File: src/rtl/timebase_decr.sv
module timebase_decr #(
  parameter int DW = 32
) (
  input  logic          clk,
  input  logic          rst_n,
  input  logic          tick,
  input  logic [1:0]    sel,
  input  logic          wr,
  input  logic [DW-1:0] wdata,
  input  logic          rd,
  output logic [DW-1:0] rdata,
  input  logic          irq_ack,
  output logic          irq
);
  localparam int TBW = 2 * DW;

  logic [TBW-1:0] tb;
  logic [DW-1:0]  dec;
  logic [DW-1:0]  rmux;

  wire wr_lo  = wr && (sel == 2'd0);
  wire wr_hi  = wr && (sel == 2'd1);
  wire wr_dec = wr && (sel == 2'd2);

  wire dec_wrap = tick && !wr_dec && (dec == '0);
  wire dec_neg  = wr_dec && wdata[DW-1] && !dec[DW-1];
  wire irq_set  = dec_wrap || dec_neg;

  always_comb begin
    case (sel)
      2'd0:    rmux = tb[DW-1:0];
      2'd1:    rmux = tb[TBW-1:DW];
      2'd2:    rmux = dec;
      default: rmux = '0;
    endcase
  end

  always_ff @(posedge clk) begin
    if (!rst_n) begin
      tb    <= '0;
      dec   <= '1;
      irq   <= 1'b0;
      rdata <= '0;
    end else begin
      if (wr_lo)       tb <= {tb[TBW-1:DW], wdata};
      else if (wr_hi)  tb <= {wdata, tb[DW-1:0]};
      else if (tick)   tb <= tb + 1'b1;

      if (wr_dec)      dec <= wdata;
      else if (tick)   dec <= dec - 1'b1;

      if (irq_set)      irq <= 1'b1;
      else if (irq_ack) irq <= 1'b0;

      if (rd) rdata <= rmux;
    end
  end

  AST_TB_STEP:   assert property (@(posedge clk) disable iff (!rst_n)
    (tick && !wr) |=> (tb == $past(tb) + 1'b1));
  AST_IDLE_HOLD: assert property (@(posedge clk) disable iff (!rst_n)
    (!tick && !wr) |=> ($stable(tb) && $stable(dec)));
  AST_DEC_STEP:  assert property (@(posedge clk) disable iff (!rst_n)
    (tick && !wr) |=> (dec == $past(dec) - 1'b1));
  AST_WRAP_IRQ:  assert property (@(posedge clk) disable iff (!rst_n)
    (tick && !wr && dec == '0) |=> (irq && dec == '1));
  AST_NEG_WRITE: assert property (@(posedge clk) disable iff (!rst_n)
    (wr && sel == 2'd2 && wdata[DW-1] && !dec[DW-1]) |=> irq);
  AST_WR_WINS:   assert property (@(posedge clk) disable iff (!rst_n)
    (wr && sel == 2'd2) |=> (dec == $past(wdata)));
  AST_IRQ_HOLD:  assert property (@(posedge clk) disable iff (!rst_n)
    (irq && !irq_ack) |=> irq);
  AST_RD_HOLD:   assert property (@(posedge clk) disable iff (!rst_n)
    !rd |=> $stable(rdata));
  AST_NULL_WR:   assert property (@(posedge clk) disable iff (!rst_n)
    (wr && sel == 2'd3 && !tick) |=> ($stable(tb) && $stable(dec)));
endmodule

File: config.mk
export PLATFORM = sky130hd
export DESIGN_NAME = timebase_decr
export DESIGN_NICKNAME = d
export VERILOG_FILES = /design/src/rtl/timebase_decr.sv
export SDC_FILE = /design/constraint.sdc
export NUM_CORES = 1
export LEC_CHECK = 0
export BUFFER_PORTS_ARGS = -buffer_cell sky130_fd_sc_hd__buf_2
export CAP_MARGIN = 40
export CORE_MARGIN = 2
export CORE_UTILIZATION = 55
export DETAILED_ROUTE_END_ITERATION = 12
export MAX_ROUTING_LAYER = met4
export PLACE_DENSITY = 0.77
export SLEW_MARGIN = 0
export SYNTH_ARGS = -nofsm -noshare
export SYNTH_HDL_FRONTEND = slang
export SYNTH_SLANG_ARGS = --single-unit
File: constraint.sdc
create_clock -name clk -period 3.25 [get_ports clk]
set_input_delay 0.1625 -clock clk [delete_from_list [all_inputs] [get_ports clk]]
set_output_delay 0.1625 -clock clk [all_outputs]
set_load 0.02 [all_outputs]
### Word-level counts from Yosys, hierarchy flattened

Cells that the tools add are included.
Widths: inputs -> output; s select.

| word-level totals | value |
|---|---|
| register bits after elaboration | 129 |
| latch bits | 0 |
| memory bits (writable) | 0 |
| ROM bits | 0 |
| input port bits | 40 |
| output and inout port bits | 33 |
| logic and storage cells | 37 |
| memories | 0 |

| cells by class | value |
|---|---|
| add/subtract/negate cells | 2 |
| multiply operators | 0 |
| div/mod/pow operators | 0 |
| magnitude comparators | 0 |
| equality and inequality tests | 3 |
| shifts and indexed selects | 0 |
| mux-type cells | 8 |
| bitwise logic cells | 1 |
| reduce and logical (&&, ||, !) cells | 18 |

Operators with widths:

| kind | count |
|---|---|
| $mux 64 | 2 |
| $mux 32 | 3 |
| $pmux 32 s3 | 1 |
| $add 64x1->64 const B | 1 |
| $logic_not 32->1 | 1 |
| $sub 32x1->32 const B | 1 |
| $reduce_bool 2->1 | 4 |
| $logic_and 1x1->1 | 7 |
| $reduce_and 2->1 | 2 |
| $eq 2x1->1 const B | 1 |
| $eq 2x2->1 const B | 1 |
| $logic_not 1->1 | 2 |
| $logic_not 2->1 | 1 |
| $mux 1 | 2 |
| $ne 2x2->1 const B | 1 |
| $logic_or 1x1->1 | 1 |
| $not 1->1 | 1 |

### Longest topological paths before layout

Gate-level depths: netlist (run 1).

| depth | value |
|---|---|
| depth in word-level cells | 7 |
| mapped depth | 9 |
| gate-level depth less buffers | 8 |

### Worst setup path after synthesis (run 1)

OpenSTA, ideal clock, no wires.

| path | value |
|---|---|
| kind | register to register |
| start point | register tb[0] |
| end point | register tb[62] |
| setup time | 62 ps |
| arrival time | 2508 ps |
| data required time | 3188 ps |
| setup slack | 680 ps |
| cell stages (with the launch flop) | 9 |
| buffers on the path | 1 |
| period minus slack after synthesis | 2570 ps |
| cells stage by stage | dfxtp_1 > ha_1 > and4_4 > nand4_4 > or4_4 > buf_6 > or4_4 > or4_1 > nand3_1 |

| between the ends | value |
|---|---|
| longest elaborated chain between the ends | 3 |

Ends and longest elaborated chain:

| element | line | source |
|---|---|---|
| start, declared | 17 | `logic [TBW-1:0] tb;` |
| start signal, assigned | 45 | `if (wr_lo) tb <= {tb[TBW-1:DW], wdata};` |
| start signal, assigned | 46 | `else if (wr_hi) tb <= {wdata, tb[DW-1:0]};` |
| start signal, assigned | 47 | `else if (tick) tb <= tb + 1'b1;` |
| $add 64x1->64 | 47 |  |
| $mux 64 | 47 |  |
| $mux 64 | 46 |  |

Every way passes these cells. The select of a mux whose other input is x is not followed.
A chain may end at the register's enable or synchronous reset.

### Worst setup path after layout (run 1)

Ends and elaborated chain as after synthesis.

==> flow_summary.html, run 1 <==
<table>
<tr><th>Metric</th><th>Value</th></tr>
<tr><th colspan="2">Status</th></tr>
<tr><td>Status</td><td>completed</td></tr>
<tr><th colspan="2">Power and ir drop</th></tr>
<tr><td>Relative contribution of combinational cells to total power</td><td>0.110</td></tr>
<tr><td>Switching portion of total power</td><td>0.2559</td></tr>
<tr><td>Internal power consumption</td><td>3.179 mW</td></tr>
<tr><td>Power share of the sequential group</td><td>0.412</td></tr>
<tr><td>Worst IR drop on VDD</td><td>approximately 370 uV</td></tr>
<tr><td>Total power divided by cell area</td><td>515.9 nW/um2</td></tr>
<tr><td>Reported leakage power</td><td>3.109 nW</td></tr>
<tr><td>Power share of the clock group</td><td>0.478</td></tr>
<tr><td>Total net switching power</td><td>around 1.1 mW</td></tr>
<tr><th colspan="2">Critical path</th></tr>
<tr><td>Critical path buffer and inverter count</td><td>0</td></tr>
<tr><td>R2r setup slk</td><td>0.57 ns</td></tr>
<tr><td>Worst reg2reg path depth</td><td>7</td></tr>
<tr><td>Type of the worst setup path</td><td>flop to flop</td></tr>
<tr><td>CP cell instances</td><td>ha_1 &gt; and4_4 &gt; nand4_4 &gt; or4_4 &gt; or4_4 &gt; or4_1 &gt; nand3_1</td></tr>
<tr><td>Crit Reg-Reg Startpoint</td><td>tb[0]</td></tr>
<tr><td>Critical Path Max Stage Delay</td><td>about 0.6 ns</td></tr>
<tr><td>Worst setup SP type</td><td>flop</td></tr>
<tr><td>Total stage count of the critical path</td><td>7</td></tr>
<tr><td>CP Data Arrival Time</td><td>3.04 ns</td></tr>
<tr><td>Most common cell type on the critical path</td><td>sky130_fd_sc_hd__or4_4</td></tr>
<tr><td>Critical Path Fanout Max</td><td>7</td></tr>
<tr><td>First element of the critical path</td><td>tb[0]</td></tr>
<tr><td>Data required time at the worst endpoint</td><td>3.62 ns</td></tr>
<tr><td>Cell class contributing the biggest share of worst-path delay</td><td>simple AND/OR/NAND/NOR gates</td></tr>
<tr><td>Reg2reg end</td><td>tb[62]</td></tr>
<tr><td>Slowest library cell on the worst path</td><td>sky130_fd_sc_hd__or4_4</td></tr>
<tr><td>Critical Path End Type</td><td>flop</td></tr>
<tr><td>Capture point of the worst path</td><td>tb[62]</td></tr>
<tr><th colspan="2">Finish</th></tr>
<tr><td>Post-layout instance count excluding filler cells</td><td>about 1200</td></tr>
<tr><td>Diode count</td><td>0</td></tr>
<tr><td>Final core area utilization</td><td>0.6562</td></tr>
<tr><td>Number of nets at the end of the flow</td><td>1014</td></tr>
<tr><td>Area added between synthesis and finish</td><td>16.17%</td></tr>
<tr><td>Fraction of layout cells with a size suffix above 1</td><td>0.1411</td></tr>
<tr><th colspan="2">GRT</th></tr>
<tr><td>Total global routing track utilization</td><td>0.3264</td></tr>
<tr><td>GR Overflow Total</td><td>0</td></tr>
<tr><td>Antenna violations before repair</td><td>0</td></tr>
<tr><td>Grt peak-use layer</td><td>met2</td></tr>
<tr><td>Number of global-route vias before repair</td><td>6387</td></tr>
<tr><td>Maximum number of pins on one net before global-route repair</td><td>56</td></tr>
<tr><td>Met1 demand-to-capacity share in global routing</td><td>0.4515</td></tr>
<tr><td>Wire length of the first global-routing pass</td><td>between 30 and 40 mm</td></tr>
<tr><td>Grt met2 use</td><td>0.4604</td></tr>
<tr><td>Met3 usage in global routing</td><td>0.08430</td></tr>
<tr><th colspan="2">Route</th></tr>
<tr><td>Total length of routed wires</td><td>approximately 22 mm</td></tr>
<tr><td>Post-route DRC violation count</td><td>0</td></tr>
<tr><td>Routed wirelength normalized by instance count</td><td>about 19 um</td></tr>
<tr><td>First drt pass iteration count</td><td>5</td></tr>
<tr><td>DR vias</td><td>just over 7000</td></tr>
<tr><td>Number of DRC markers in iteration 0</td><td>861</td></tr>
<tr><td>Via-per-instance ratio</td><td>6.258</td></tr>
<tr><td>Count of nets left with antenna violations after detail routing</td><td>0</td></tr>
<tr><th colspan="2">Timing</th></tr>
<tr><td>Hold violation total from the final report</td><td>0</td></tr>
<tr><td>Highest clock rate</td><td>0.3735 GHz</td></tr>
<tr><td>Setup Skew</td><td>0.01085 ns</td></tr>
<tr><td>Number of slew-limit violations in the final report</td><td>0</td></tr>
<tr><td>Final cycle utilization of the critical path</td><td>0.8238</td></tr>
<tr><td>RSZ-0062 raised after global routing</td><td>false</td></tr>
<tr><td>Slew at the pin with the worst max-slew slack</td><td>0.8363 ns</td></tr>
<tr><td>Smallest hold slack</td><td>roughly 0.016 ns</td></tr>
<tr><td>Final setup fails</td><td>0</td></tr>
<tr><td>Worst max-slew margin expressed relative to the limit</td><td>0.4382</td></tr>
<tr><td>Total Negative Setup Slacks</td><td>0 ns</td></tr>
<tr><td>Shortest period the worst path allows</td><td>~2.7 ns</td></tr>
<tr><th colspan="2">Yosys</th></tr>
<tr><td>Number of synthesized register bits</td><td>129</td></tr>
<tr><td>Number of distinct standard cells referenced by the synthesized netlist</td><td>56</td></tr>
<tr><td>Area leader, netlist</td><td>sky130_fd_sc_hd__dfxtp_1</td></tr>
<tr><td>Dominant cells by area after synthesis</td><td>sky130_fd_sc_hd__dfxtp_1, sky130_fd_sc_hd__nor2_1, sky130_fd_sc_hd__a21oi_1, sky130_fd_sc_hd__a211oi_1, sky130_fd_sc_hd__mux2i_1</td></tr>
<tr><td>Avg Inst Size Synth</td><td>about 7.7 um2</td></tr>
<tr><td>Fraction of synthesis flops using an asynchronous set or reset pin</td><td>0</td></tr>
<tr><td>Number of enable flip-flop cells after synthesis</td><td>0</td></tr>
<tr><td>Yosys warns</td><td>0</td></tr>
<tr><td>Mapped Cells</td><td>924</td></tr>
<tr><td>Nets in the synthesized netlist</td><td>966</td></tr>
<tr><td>Area share of the largest cell type after synthesis</td><td>0.3623</td></tr>
<tr><td>Netlist Area Pre-Place</td><td>7128 um2</td></tr>
<tr><td>Prevailing post-synth register cell</td><td>sky130_fd_sc_hd__dfxtp_1</td></tr>
<tr><td>Sequential cell area fraction in the yosys report</td><td>0.3623</td></tr>
<tr><th colspan="2">Floorplanning</th></tr>
<tr><td>Die area</td><td>13890 um2</td></tr>
<tr><td>Area of the core</td><td>about 13000 um2</td></tr>
<tr><td>Count of boundary I/O pins</td><td>73</td></tr>
<tr><td>Floorplan row count</td><td>41</td></tr>
<tr><td>DIE WIDTH</td><td>roughly 120 um</td></tr>
<tr><td>Vertical die dimension</td><td>117.8 um</td></tr>
<tr><td>Initial Util</td><td>0.5648</td></tr>
<tr><th colspan="2">Clock network</th></tr>
<tr><td># H-tree levels</td><td>4</td></tr>
<tr><td>Cell at the root of the clock tree</td><td>sky130_fd_sc_hd__clkbuf_16</td></tr>
<tr><td>Max Buffers Root-to-Sink</td><td>2</td></tr>
<tr><td>CTS tree</td><td>yes</td></tr>
<tr><td>Insertion delay of the later-clocked pin in the worst-skew pair</td><td>0.43 ns</td></tr>
<tr><td>CTS sink count</td><td>129</td></tr>
<tr><td>Post_cts resized</td><td>0</td></tr>
<tr><td>Clock Pin Slew Worst Setup and Hold Paths</td><td>0.06 ns</td></tr>
<tr><td>Number of clock buffers inserted by TritonCTS</td><td>17</td></tr>
<tr><th colspan="2">Hold path</th></tr>
<tr><td>Min-delay worst type</td><td>input port to flop</td></tr>
<tr><th colspan="2">Placement</th></tr>
<tr><td>Cell count after placement</td><td>about 1100</td></tr>
<tr><td>Post-detail-place hpwl</td><td>15.60 mm</td></tr>
<tr><td>Routability cong.</td><td>approximately 0.97</td></tr>
<tr><td>Count of buffers inserted at the top-level ports</td><td>72</td></tr>
<tr><th colspan="2">Run</th></tr>
<tr><td>Max cap viols</td><td>0</td></tr>
</table>
power groups by stage:
stage               Clock (mW)  Sequential (mW)  Combinational, mW
detailed placement           0             1.79              0.457
finish                    2.04             1.76              0.471
floorplan                    0             1.80              0.270
CTS                       2.05             1.76              0.462
global placement             0             1.79              0.449
global route              2.13             1.77              0.510
tightest hold or removal path: cells and delay by family:
| kind | cells | cell delay, ns |
|---|---|---|
| AOI/OAI and AO/OA | 1 | 0.07 |
| buffers and inverters | 1 | 0.11 |
| and+or+nand+nor | 1 | 0.05 |
layer usage:
| metal | routed length [um] | vias up |
|---|---|---|
| met5 | 0 | - |
| met4 | 510 | 0 |
| met3 | 2488 | 48 |
| met2 | 9408 | 386 |
| met1 | 9462 | 3342 |
| li1 | - | 3465 |
cells in the final DEF, fill, tap and decap left out, drive strengths merged, types with 5 or more instances in the layout:
cell	synthesis	routed
a211oi	44	44
a21oi	73	73
a2bb2oi	5	5
a31oi	12	12
and2	7	7
and3	21	21
and4	8	8
buf	14	95
clkbuf	53	22
clkinv	0	5
dfxtp	129	129
inv	8	8
mux2i	33	33
nand2	49	49
nand2b	5	5
nand3	40	40
nand4	32	32
nor2	152	152
nor3	23	23
nor4	13	13
o211ai	14	14
o21ai	65	65
or3	13	13
or4	7	7
xnor2	23	23
xor2	32	32
metrics by stage:
step	power [mW]	worst slack [ns]	area [um2]
floorplan	2.071	0.6800	7128
global placement	2.234	0.6570	7600
detailed placement	2.246	0.6268	7640
CTS	4.272	0.6044	8280
global route	4.413	0.4722	8280
finish	4.272	0.5726	8280
worst min-delay path by stage:
stage	from	to	slack [ns]	cells past startpoint
2_1_floorplan	wdata[1]	dec[1]	0.29	2
3_3_place_gp	wdata[27]	dec[27]	0.44	3
3_5_place_dp	wdata[27]	dec[27]	0.44	3
4_1_cts	wdata[29]	dec[29]	0.001	3
5_1_grt	wdata[1]	dec[1]	0.03	3
6_report	wdata[29]	dec[29]	0.02	3
cells by family (layout without fill, tap and decap cells):
group | count (synthesis) | after routing | synth area share
AND/OR/NAND/NOR | 392 | 392 | 0.2761
AO/OA/AOI/OAI | 238 | 238 | 0.2029
flip-flops | 129 | 129 | 0.3623
buffers and inverters | 75 | 136 | 0.04125
XOR/XNOR | 55 | 55 | 0.06758
multiplexers | 33 | 33 | 0.04634
adder cells (fa/ha/maj) | 2 | 2 | 0.003510
area by class of cell:
| type | count | area [um2] |
|---|---|---|
| inverters | 8 | 30.03 |
| fillers | 1107 | 4339 |
| clock inverters | 10 | 156.4 |
| multi-input cells | 720 | 4254 |
| well taps | 172 | 215.2 |
| flip-flops and latches | 129 | 2582 |
| clock buffers | 22 | 474.2 |
| repair buffers | 96 | 568.0 |
sequential cells by signal, indices dropped and copies added, names as in the netlist:
name / count
dec: 32
rdata: 32
irq: 1
tb: 64
synthesized netlist by cell type, types with 2 or more instances:
cell and count:
sky130_fd_sc_hd__nor2_1 152, sky130_fd_sc_hd__dfxtp_1 129, sky130_fd_sc_hd__a21oi_1 73, sky130_fd_sc_hd__o21ai_0 65
sky130_fd_sc_hd__clkbuf_1 53, sky130_fd_sc_hd__nand2_1 49, sky130_fd_sc_hd__a211oi_1 44, sky130_fd_sc_hd__nand3_1 40
sky130_fd_sc_hd__mux2i_1 33, sky130_fd_sc_hd__xor2_1 32, sky130_fd_sc_hd__nand4_1 30, sky130_fd_sc_hd__xnor2_1 23
sky130_fd_sc_hd__nor3_1 22, sky130_fd_sc_hd__and3_1 21, sky130_fd_sc_hd__o211ai_1 14, sky130_fd_sc_hd__nor4_1 13
sky130_fd_sc_hd__or3_1 13, sky130_fd_sc_hd__a31oi_1 12, sky130_fd_sc_hd__buf_1 9, sky130_fd_sc_hd__and2_1 7
sky130_fd_sc_hd__inv_1 7, sky130_fd_sc_hd__and4_1 6, sky130_fd_sc_hd__a2bb2oi_1 5, sky130_fd_sc_hd__nand2b_1 5
sky130_fd_sc_hd__or4_1 5, sky130_fd_sc_hd__a22oi_1 4, sky130_fd_sc_hd__a311oi_1 4, sky130_fd_sc_hd__buf_2 4
sky130_fd_sc_hd__nor2b_1 4, sky130_fd_sc_hd__nor3b_1 4, sky130_fd_sc_hd__o22ai_1 4, sky130_fd_sc_hd__nand3b_1 3
sky130_fd_sc_hd__nor4b_1 3, sky130_fd_sc_hd__or2_2 3, sky130_fd_sc_hd__a21o_1 2, sky130_fd_sc_hd__a221oi_1 2
sky130_fd_sc_hd__ha_1 2, sky130_fd_sc_hd__nand4b_1 2, sky130_fd_sc_hd__o21a_1 2, sky130_fd_sc_hd__o31a_1 2
sky130_fd_sc_hd__or4_4 2
what timing repair did:
item	4_1_cts	5_1_grt
hold endpoints to repair	1	0
buffers inserted	0	0
hold buffers	1	0
(Power assumes the default switching activity.)
==> inputs of run 2 (changes only) <==
- CORE_UTILIZATION: 55 -> 54
- PLACE_DENSITY: 0.77 -> 0.79
- clock period: 3.25 -> 2.15 ns (I/O delays scaled with it)
==> run 2 against run 1 <==
  * The flow now finishes with violations (negative setup slack)
  * First-iteration DRC count increased by 25%
  * Clock skew down 0.0042 ns
  * Clock-buffer cell count grew 2
  * Fmax increased by 15%
  * Critical path type unchanged
  * Highest routed layer unchanged
==> flow_summary.html, run 2 (synthesis results as in run 1) <==
<table>
<tr><th>Metric</th><th>Value</th></tr>
<tr><th colspan="2">Route</th></tr>
<tr><td>Via-per-instance ratio</td><td>6.194</td></tr>
<tr><td>Total length of routed wires</td><td>between 20 and 25 mm</td></tr>
<tr><td>Number of DRC markers in iteration 0</td><td>roughly 1100</td></tr>
<tr><td>Routed wirelength normalized by instance count</td><td>19.06 um</td></tr>
<tr><td>Post-route DRC violation count</td><td>0</td></tr>
<tr><td>Count of nets left with antenna violations after detail routing</td><td>0</td></tr>
<tr><td>First drt pass iteration count</td><td>6</td></tr>
<tr><td>DR vias</td><td>slightly below 8000</td></tr>
<tr><th colspan="2">Finish</th></tr>
<tr><td>Flip-flop count of the largest register after layout</td><td>64</td></tr>
<tr><td>Number of nets at the end of the flow</td><td>1126</td></tr>
<tr><td>Registers with the most flip-flops</td><td>tb x64, dec x32, rdata x32</td></tr>
<tr><td>Finished layout cell area</td><td>just over 9000 um2</td></tr>
<tr><td>Area added between synthesis and finish</td><td>30.02%</td></tr>
<tr><td>Top reg by flops</td><td>tb</td></tr>
<tr><td>Most common cell after layout, fill and taps aside</td><td>sky130_fd_sc_hd__nor2_1</td></tr>
<tr><td>Most used cells in the layout excluding fill and tap cells</td><td>sky130_fd_sc_hd__nor2_1, sky130_fd_sc_hd__dfxtp_1, sky130_fd_sc_hd__buf_4</td></tr>
<tr><td>Post-layout instance count excluding filler cells</td><td>1271</td></tr>
<tr><td>Fraction of layout cells with a size suffix above 1</td><td>0.2407</td></tr>
<tr><th colspan="2">Placement</th></tr>
<tr><td>Routability cong.</td><td>1.009</td></tr>
<tr><td>Count of buffers inserted at the top-level ports</td><td>72</td></tr>
<tr><td>Setup slack at placement</td><td>-0.1838 ns</td></tr>
<tr><td>Cell count after placement</td><td>1226</td></tr>
<tr><td>Post-detail-place hpwl</td><td>17.50 mm</td></tr>
<tr><td>Placed inst area</td><td>between 8000 and 9000 um2</td></tr>
<tr><th colspan="2">Clock network</th></tr>
<tr><td>Clock Pin Slew Worst Setup and Hold Paths</td><td>0.05 ns</td></tr>
<tr><td># H-tree levels</td><td>4</td></tr>
<tr><td>Insertion delay of the later-clocked pin in the worst-skew pair</td><td>0.43 ns</td></tr>
<tr><td>CTS tree</td><td>yes</td></tr>
<tr><td>Cell at the root of the clock tree</td><td>sky130_fd_sc_hd__clkbuf_16</td></tr>
<tr><td>Number of clock buffers inserted by TritonCTS</td><td>17</td></tr>
<tr><td>Max Buffers Root-to-Sink</td><td>2</td></tr>
<tr><td>CTS sink count</td><td>between 100 and 150</td></tr>
<tr><th colspan="2">Critical path</th></tr>
<tr><td>First element of the critical path</td><td>tb[1]</td></tr>
<tr><td>Critical Path End Type</td><td>flop</td></tr>
<tr><td>Critical Path Fanout Max</td><td>2</td></tr>
<tr><td>CP Data Arrival Time</td><td>2.70 ns</td></tr>
<tr><td>Worst setup SP type</td><td>flop</td></tr>
<tr><td>Data required time at the worst endpoint</td><td>about 2.5 ns</td></tr>
<tr><td>Crit Reg-Reg Startpoint</td><td>tb[1]</td></tr>
<tr><td>Type of the worst setup path</td><td>flop to flop</td></tr>
<tr><td>R2r setup slk</td><td>-0.18 ns</td></tr>
<tr><th colspan="2">Power and ir drop</th></tr>
<tr><td>Total power divided by cell area</td><td>710.9 nW/um2</td></tr>
<tr><td>Reported leakage power</td><td>around 3.7 nW</td></tr>
<tr><td>Worst IR drop on VDD</td><td>485.2 uV</td></tr>
<tr><th colspan="2">Timing</th></tr>
<tr><td>Smallest hold slack</td><td>0.006761 ns</td></tr>
<tr><td>Shortest period the worst path allows</td><td>2.330 ns</td></tr>
<tr><td>Slew at the pin with the worst max-slew slack</td><td>0.5762 ns</td></tr>
<tr><td>Number of slew-limit violations in the final report</td><td>0</td></tr>
<tr><td>Final setup fails</td><td>1</td></tr>
<tr><td>Highest clock rate</td><td>roughly 0.43 GHz</td></tr>
<tr><td>Total Negative Setup Slacks</td><td>-0.1802 ns</td></tr>
<tr><td>Min setup slack post-route</td><td>-0.1802 ns</td></tr>
<tr><td>Worst max-slew margin expressed relative to the limit</td><td>0.6145</td></tr>
<tr><td>Setup Skew</td><td>0.006655 ns</td></tr>
<tr><td>Hold violation total from the final report</td><td>0</td></tr>
<tr><td>Final cycle utilization of the critical path</td><td>1.084</td></tr>
<tr><td>RSZ-0062 raised after global routing</td><td>true</td></tr>
<tr><th colspan="2">Floorplanning</th></tr>
<tr><td>Area of the core</td><td>12770 um2</td></tr>
<tr><td>DIE WIDTH</td><td>roughly 120 um</td></tr>
<tr><td>Vertical die dimension</td><td>118.9 um</td></tr>
<tr><td>Initial Util</td><td>0.5580</td></tr>
<tr><td>Count of boundary I/O pins</td><td>73</td></tr>
<tr><td>Floorplan row count</td><td>approximately 40</td></tr>
<tr><td>Die area</td><td>14130 um2</td></tr>
<tr><th colspan="2">Run</th></tr>
<tr><td>Max cap viols</td><td>0</td></tr>
<tr><th colspan="2">GRT</th></tr>
<tr><td>Number of global-route vias before repair</td><td>7128</td></tr>
<tr><td>Maximum number of pins on one net before global-route repair</td><td>65</td></tr>
<tr><td>GR Overflow Total</td><td>0</td></tr>
<tr><td>Total global routing track utilization</td><td>0.3532</td></tr>
<tr><td>Antenna violations before repair</td><td>2</td></tr>
<tr><td>Wire length of the first global-routing pass</td><td>37.93 mm</td></tr>
<tr><th colspan="2">Hold path</th></tr>
<tr><td>Min-delay worst type</td><td>input port to flop</td></tr>
<tr><td>Hold path startpoint</td><td>wdata[0]</td></tr>
<tr><th colspan="2">Status</th></tr>
<tr><td>Failing checks</td><td>negative setup slack</td></tr>
<tr><td>Status</td><td>finished with violations</td></tr>
</table>
## run 2: per-stage QoR
step / power, mW / utilization
after floorplan: 3.133 / -
after global placement: 3.483 / 0.6600
after detailed placement: 3.500 / 0.6600
after CTS: 6.578 / 0.7186
after global routing: 6.787 / 0.7255
final: 6.589 / 0.7255
## run 2: worst paths after layout
kind / end / cells after the start
min reg2reg: rdata[28] / 2
min: tb[0] / 3
max reg2reg: tb[62] / 7
max: tb[62] / 7
## run 2: power by group
part	internal [mW]	switching, mW	total [mW]
sequential	2.52	0.0954	2.62
clock	2.03	1.05	3.08
combinational	0.348	0.541	0.888
total	4.90	1.69	6.59
## run 2: critical path: stages, from the launching register on
cell                      delay [ns]
sky130_fd_sc_hd__dfxtp_4        0.36
sky130_fd_sc_hd__ha_4           0.13
sky130_fd_sc_hd__and4_4         0.24
sky130_fd_sc_hd__nand4_4        0.10
sky130_fd_sc_hd__or4_4          0.49
sky130_fd_sc_hd__or4_4          0.43
sky130_fd_sc_hd__or4_1          0.42
sky130_fd_sc_hd__nand3_1        0.10
## run 2: cell type report
class	count	area [um2]
inverters	8	30.03
clock inverters	8	122.6
repair buffers	208	1431
multi-input cells	720	4350
diodes	2	5.005
fillers	990	3506
clock buffers	24	521.8
flip-flops and latches	129	2591
well taps	172	215.2
## run 2: repair_timing
action,4_1_cts,5_1_grt
hold buffers,10,0
endpoints found under the hold margin,12,0
pin swaps,2,3
gates resized for setup,1,18
endpoints found under the setup margin,4,17
buffers inserted,0,1
## run 2: metal layers
| layer | wire length [um] | GRT usage | vias to the layer above |
|---|---|---|---|
| met5 | 0 | - | - |
| met1 | 9875 | 0.4631 | 3609 |
| li1 | - | - | 3679 |
| met3 | 3012 | 0.1063 | 73 |
| met2 | 10650 | 0.5133 | 511 |
| met4 | 684 | 0.1324 | 0 |
==> inputs of run 3 (changes only) <==
- CORE_MARGIN: 2 -> default
- CORE_UTILIZATION: 54 -> 43
- PLACE_DENSITY: 0.79 -> 0.66
==> run 3 against run 2 <==
  * The flow still finishes with violations (negative setup slack)
  * Register-to-register slack improved by 0.096 ns
  * Utilization down 15 points
  * Cell area rose by 0.47%
  * Wire length rose by 0.76%
  * First-iteration DRC count decreased by 25%
  * Critical path depth fell by 1
  * Die area up 21%
  * Critical endpoint unchanged
  * Highest routed layer unchanged
==> flow_summary.html, run 3 (synthesis results as in run 1) <==
<table>
<tr><th>Metric</th><th>Value</th></tr>
<tr><th colspan="2">Critical path</th></tr>
<tr><td>CP Data Arrival Time</td><td>around 2.6 ns</td></tr>
<tr><td>Critical Path Fanout Max</td><td>2</td></tr>
<tr><td>Critical Path End Type</td><td>flop</td></tr>
<tr><td>Type of the worst setup path</td><td>flop to flop</td></tr>
<tr><td>Worst setup SP type</td><td>flop</td></tr>
<tr><td>First element of the critical path</td><td>tb[6]</td></tr>
<tr><td>Data required time at the worst endpoint</td><td>2.53 ns</td></tr>
<tr><td>Crit Reg-Reg Startpoint</td><td>tb[6]</td></tr>
<tr><td>Worst reg2reg path depth</td><td>6</td></tr>
<tr><th colspan="2">Route</th></tr>
<tr><td>Via-per-instance ratio</td><td>5.888</td></tr>
<tr><td>Count of nets left with antenna violations after detail routing</td><td>0</td></tr>
<tr><td>DR vias</td><td>7743</td></tr>
<tr><td>First drt pass iteration count</td><td>9</td></tr>
<tr><td>Number of DRC markers in iteration 0</td><td>just over 800</td></tr>
<tr><td>Routed wirelength normalized by instance count</td><td>18.56 um</td></tr>
<tr><td>Total length of routed wires</td><td>24.41 mm</td></tr>
<tr><td>Post-route DRC violation count</td><td>0</td></tr>
<tr><th colspan="2">Clock network</th></tr>
<tr><td>CTS sink count</td><td>129</td></tr>
<tr><td>CTS tree</td><td>yes</td></tr>
<tr><td>Insertion delay of the later-clocked pin in the worst-skew pair</td><td>0.43 ns</td></tr>
<tr><td>Number of clock buffers inserted by TritonCTS</td><td>17</td></tr>
<tr><td>Cell at the root of the clock tree</td><td>sky130_fd_sc_hd__clkbuf_16</td></tr>
<tr><td>Max Buffers Root-to-Sink</td><td>2</td></tr>
<tr><td>Clock Pin Slew Worst Setup and Hold Paths</td><td>0.06 ns</td></tr>
<tr><td># H-tree levels</td><td>4</td></tr>
<tr><th colspan="2">Finish</th></tr>
<tr><td>Fraction of layout cells with a size suffix above 1</td><td>0.2411</td></tr>
<tr><td>Post-layout instance count excluding filler cells</td><td>1315</td></tr>
<tr><td>Most common cell after layout, fill and taps aside</td><td>sky130_fd_sc_hd__nor2_1</td></tr>
<tr><td>Final core area utilization</td><td>0.5799</td></tr>
<tr><td>Finished layout cell area</td><td>9311 um2</td></tr>
<tr><td>Flip-flop count of the largest register after layout</td><td>64</td></tr>
<tr><td>Number of nets at the end of the flow</td><td>1128</td></tr>
<tr><td>Registers with the most flip-flops</td><td>tb x64, dec x32, rdata x32</td></tr>
<tr><td>Top reg by flops</td><td>tb</td></tr>
<tr><td>Diode count</td><td>0</td></tr>
<tr><td>Most used cells in the layout excluding fill and tap cells</td><td>sky130_fd_sc_hd__nor2_1, sky130_fd_sc_hd__dfxtp_1, sky130_fd_sc_hd__buf_4</td></tr>
<tr><td>Area added between synthesis and finish</td><td>30.63%</td></tr>
<tr><td>Count of filler cells inserted in the layout</td><td>1487</td></tr>
<tr><th colspan="2">GRT</th></tr>
<tr><td>Maximum number of pins on one net before global-route repair</td><td>44</td></tr>
<tr><td>Number of global-route vias before repair</td><td>6980</td></tr>
<tr><td>GR Overflow Total</td><td>0</td></tr>
<tr><td>Total global routing track utilization</td><td>0.3017</td></tr>
<tr><td>Antenna violations before repair</td><td>0</td></tr>
<tr><td>Wire length of the first global-routing pass</td><td>37.58 mm</td></tr>
<tr><th colspan="2">Timing</th></tr>
<tr><td>Min setup slack post-route</td><td>-0.08468 ns</td></tr>
<tr><td>Setup Skew</td><td>between 0.009 and 0.01 ns</td></tr>
<tr><td>Hold violation total from the final report</td><td>0</td></tr>
<tr><td>Highest clock rate</td><td>roughly 0.45 GHz</td></tr>
<tr><td>Worst max-slew margin expressed relative to the limit</td><td>0.5800</td></tr>
<tr><td>RSZ-0062 raised after global routing</td><td>true</td></tr>
<tr><td>Shortest period the worst path allows</td><td>2.235 ns</td></tr>
<tr><td>Smallest hold slack</td><td>approximately 0.0037 ns</td></tr>
<tr><td>Final setup fails</td><td>1</td></tr>
<tr><td>Slew at the pin with the worst max-slew slack</td><td>0.6300 ns</td></tr>
<tr><td>Number of slew-limit violations in the final report</td><td>0</td></tr>
<tr><td>Final cycle utilization of the critical path</td><td>1.039</td></tr>
<tr><th colspan="2">Power and ir drop</th></tr>
<tr><td>Power share of the clock group</td><td>0.444</td></tr>
<tr><td>Total net switching power</td><td>1.696 mW</td></tr>
<tr><td>Power share of the sequential group</td><td>0.417</td></tr>
<tr><td>Worst IR drop on VDD</td><td>592.4 uV</td></tr>
<tr><td>Internal power consumption</td><td>4.591 mW</td></tr>
<tr><td>Reported leakage power</td><td>3.715 nW</td></tr>
<tr><td>Relative contribution of combinational cells to total power</td><td>0.140</td></tr>
<tr><td>Total power divided by cell area</td><td>675.1 nW/um2</td></tr>
<tr><td>Switching portion of total power</td><td>0.2698</td></tr>
<tr><th colspan="2">Placement</th></tr>
<tr><td>Cell count after placement</td><td>around 1300</td></tr>
<tr><td>Setup slack at placement</td><td>-0.2016 ns</td></tr>
<tr><td>Count of buffers inserted at the top-level ports</td><td>72</td></tr>
<tr><td>Routability cong.</td><td>0.9739</td></tr>
<tr><td>Placed inst area</td><td>approximately 8500 um2</td></tr>
<tr><td>Post-detail-place hpwl</td><td>17.88 mm</td></tr>
<tr><th colspan="2">Run</th></tr>
<tr><td>Max cap viols</td><td>0</td></tr>
<tr><th colspan="2">Hold path</th></tr>
<tr><td>Min-delay worst type</td><td>input port to flop</td></tr>
<tr><td>Hold path startpoint</td><td>wdata[3]</td></tr>
<tr><td>Hold Path Cell Cnt</td><td>3</td></tr>
<tr><th colspan="2">Status</th></tr>
<tr><td>Status</td><td>finished with violations</td></tr>
<tr><td>Failing checks</td><td>negative setup slack</td></tr>
<tr><th colspan="2">Floorplanning</th></tr>
<tr><td>Count of boundary I/O pins</td><td>73</td></tr>
<tr><td>Die area</td><td>17100 um2</td></tr>
<tr><td>Floorplan row count</td><td>between 40 and 50</td></tr>
<tr><td>DIE WIDTH</td><td>roughly 130 um</td></tr>
<tr><td>Initial Util</td><td>0.4439</td></tr>
<tr><td>Vertical die dimension</td><td>130.8 um</td></tr>
<tr><td>Area of the core</td><td>16060 um2</td></tr>
</table>
==> run 3: cell count changes in the layout (fill, tap and decap cells not counted), moves of 2 or more <==
cell | previous run | this run
sky130_fd_sc_hd__buf_12 | 2 | 4
sky130_fd_sc_hd__diode_2 | 2 | 0
sky130_fd_sc_hd__nor3_2 | 3 | 1
sky130_fd_sc_hd__clkinv_2 | 2 | 6
sky130_fd_sc_hd__clkbuf_1 | 0 | 3
sky130_fd_sc_hd__clkbuf_8 | 7 | 1
==> run 3: per-layer routing <==
layer / part of all wire / GRT usage
met5: 0 / -
met4: 0.029 / 0.1217
met3: 0.088 / 0.05537
met2: 0.43 / 0.4336
met1: 0.45 / 0.4146
==> run 3: critical path: stages, from the launching register on <==
cell and delay, ns:
sky130_fd_sc_hd__dfxtp_1 0.34, sky130_fd_sc_hd__and4_4 0.24, sky130_fd_sc_hd__nand4_4 0.11, sky130_fd_sc_hd__or4_4 0.55, sky130_fd_sc_hd__or4_4 0.43, sky130_fd_sc_hd__or4_4 0.42
sky130_fd_sc_hd__nand3_2 0.08
==> run 3: timing repair <==
action	4_1_cts	5_1_grt
setup endpoints to repair	3	18
hold buffers	11	0
cloned	0	0
pin swaps	1	6
resized for setup	2	22
endpoints found under the hold margin	14	0
buffers inserted	0	3
==> run 3: final cells by class <==
class | instances | area [um2] | area share
Inverter | 8 | 30.03 | 0.003225
Timing Repair Buffer | 210 | 1474 | 0.1583
Sequential cell | 129 | 2592 | 0.2784
Multi-Input combinational cell | 720 | 4380 | 0.4704
Clock buffer | 21 | 450.4 | 0.04837
Clock inverter | 11 | 113.9 | 0.01223
Tap cell | 216 | 270.3 | 0.02902
==> run 3: through the flow <==
step | power, mW | setup TNS, ns
6_report | 6.286 | -0.08468
5_1_grt | 6.500 | -0.1443
4_1_cts | 6.298 | -0.1830
3_5_place_dp | 3.503 | -0.2538
3_3_place_gp | 3.494 | -0.1791
2_1_floorplan | 3.133 | -0.3153
==> run 3: path summary, 6_finish.rpt <==
path              slack, ns        end
setup / recovery      -0.08     tb[62]
hold / removal        0.004     dec[3]
setup reg to reg      -0.08     tb[62]
hold reg to reg        0.48  rdata[23]
==> run 3: power groups by stage <==
stage                     Clock (mW)  Combinational [mW]  Sequential (mW)
after floorplan                    0               0.410             2.72
after global placement             0               0.835             2.66
after detailed placement           0               0.840             2.66
after CTS                       2.82               0.860             2.61
after global routing            2.92               0.952             2.63
final                           2.79               0.878             2.62
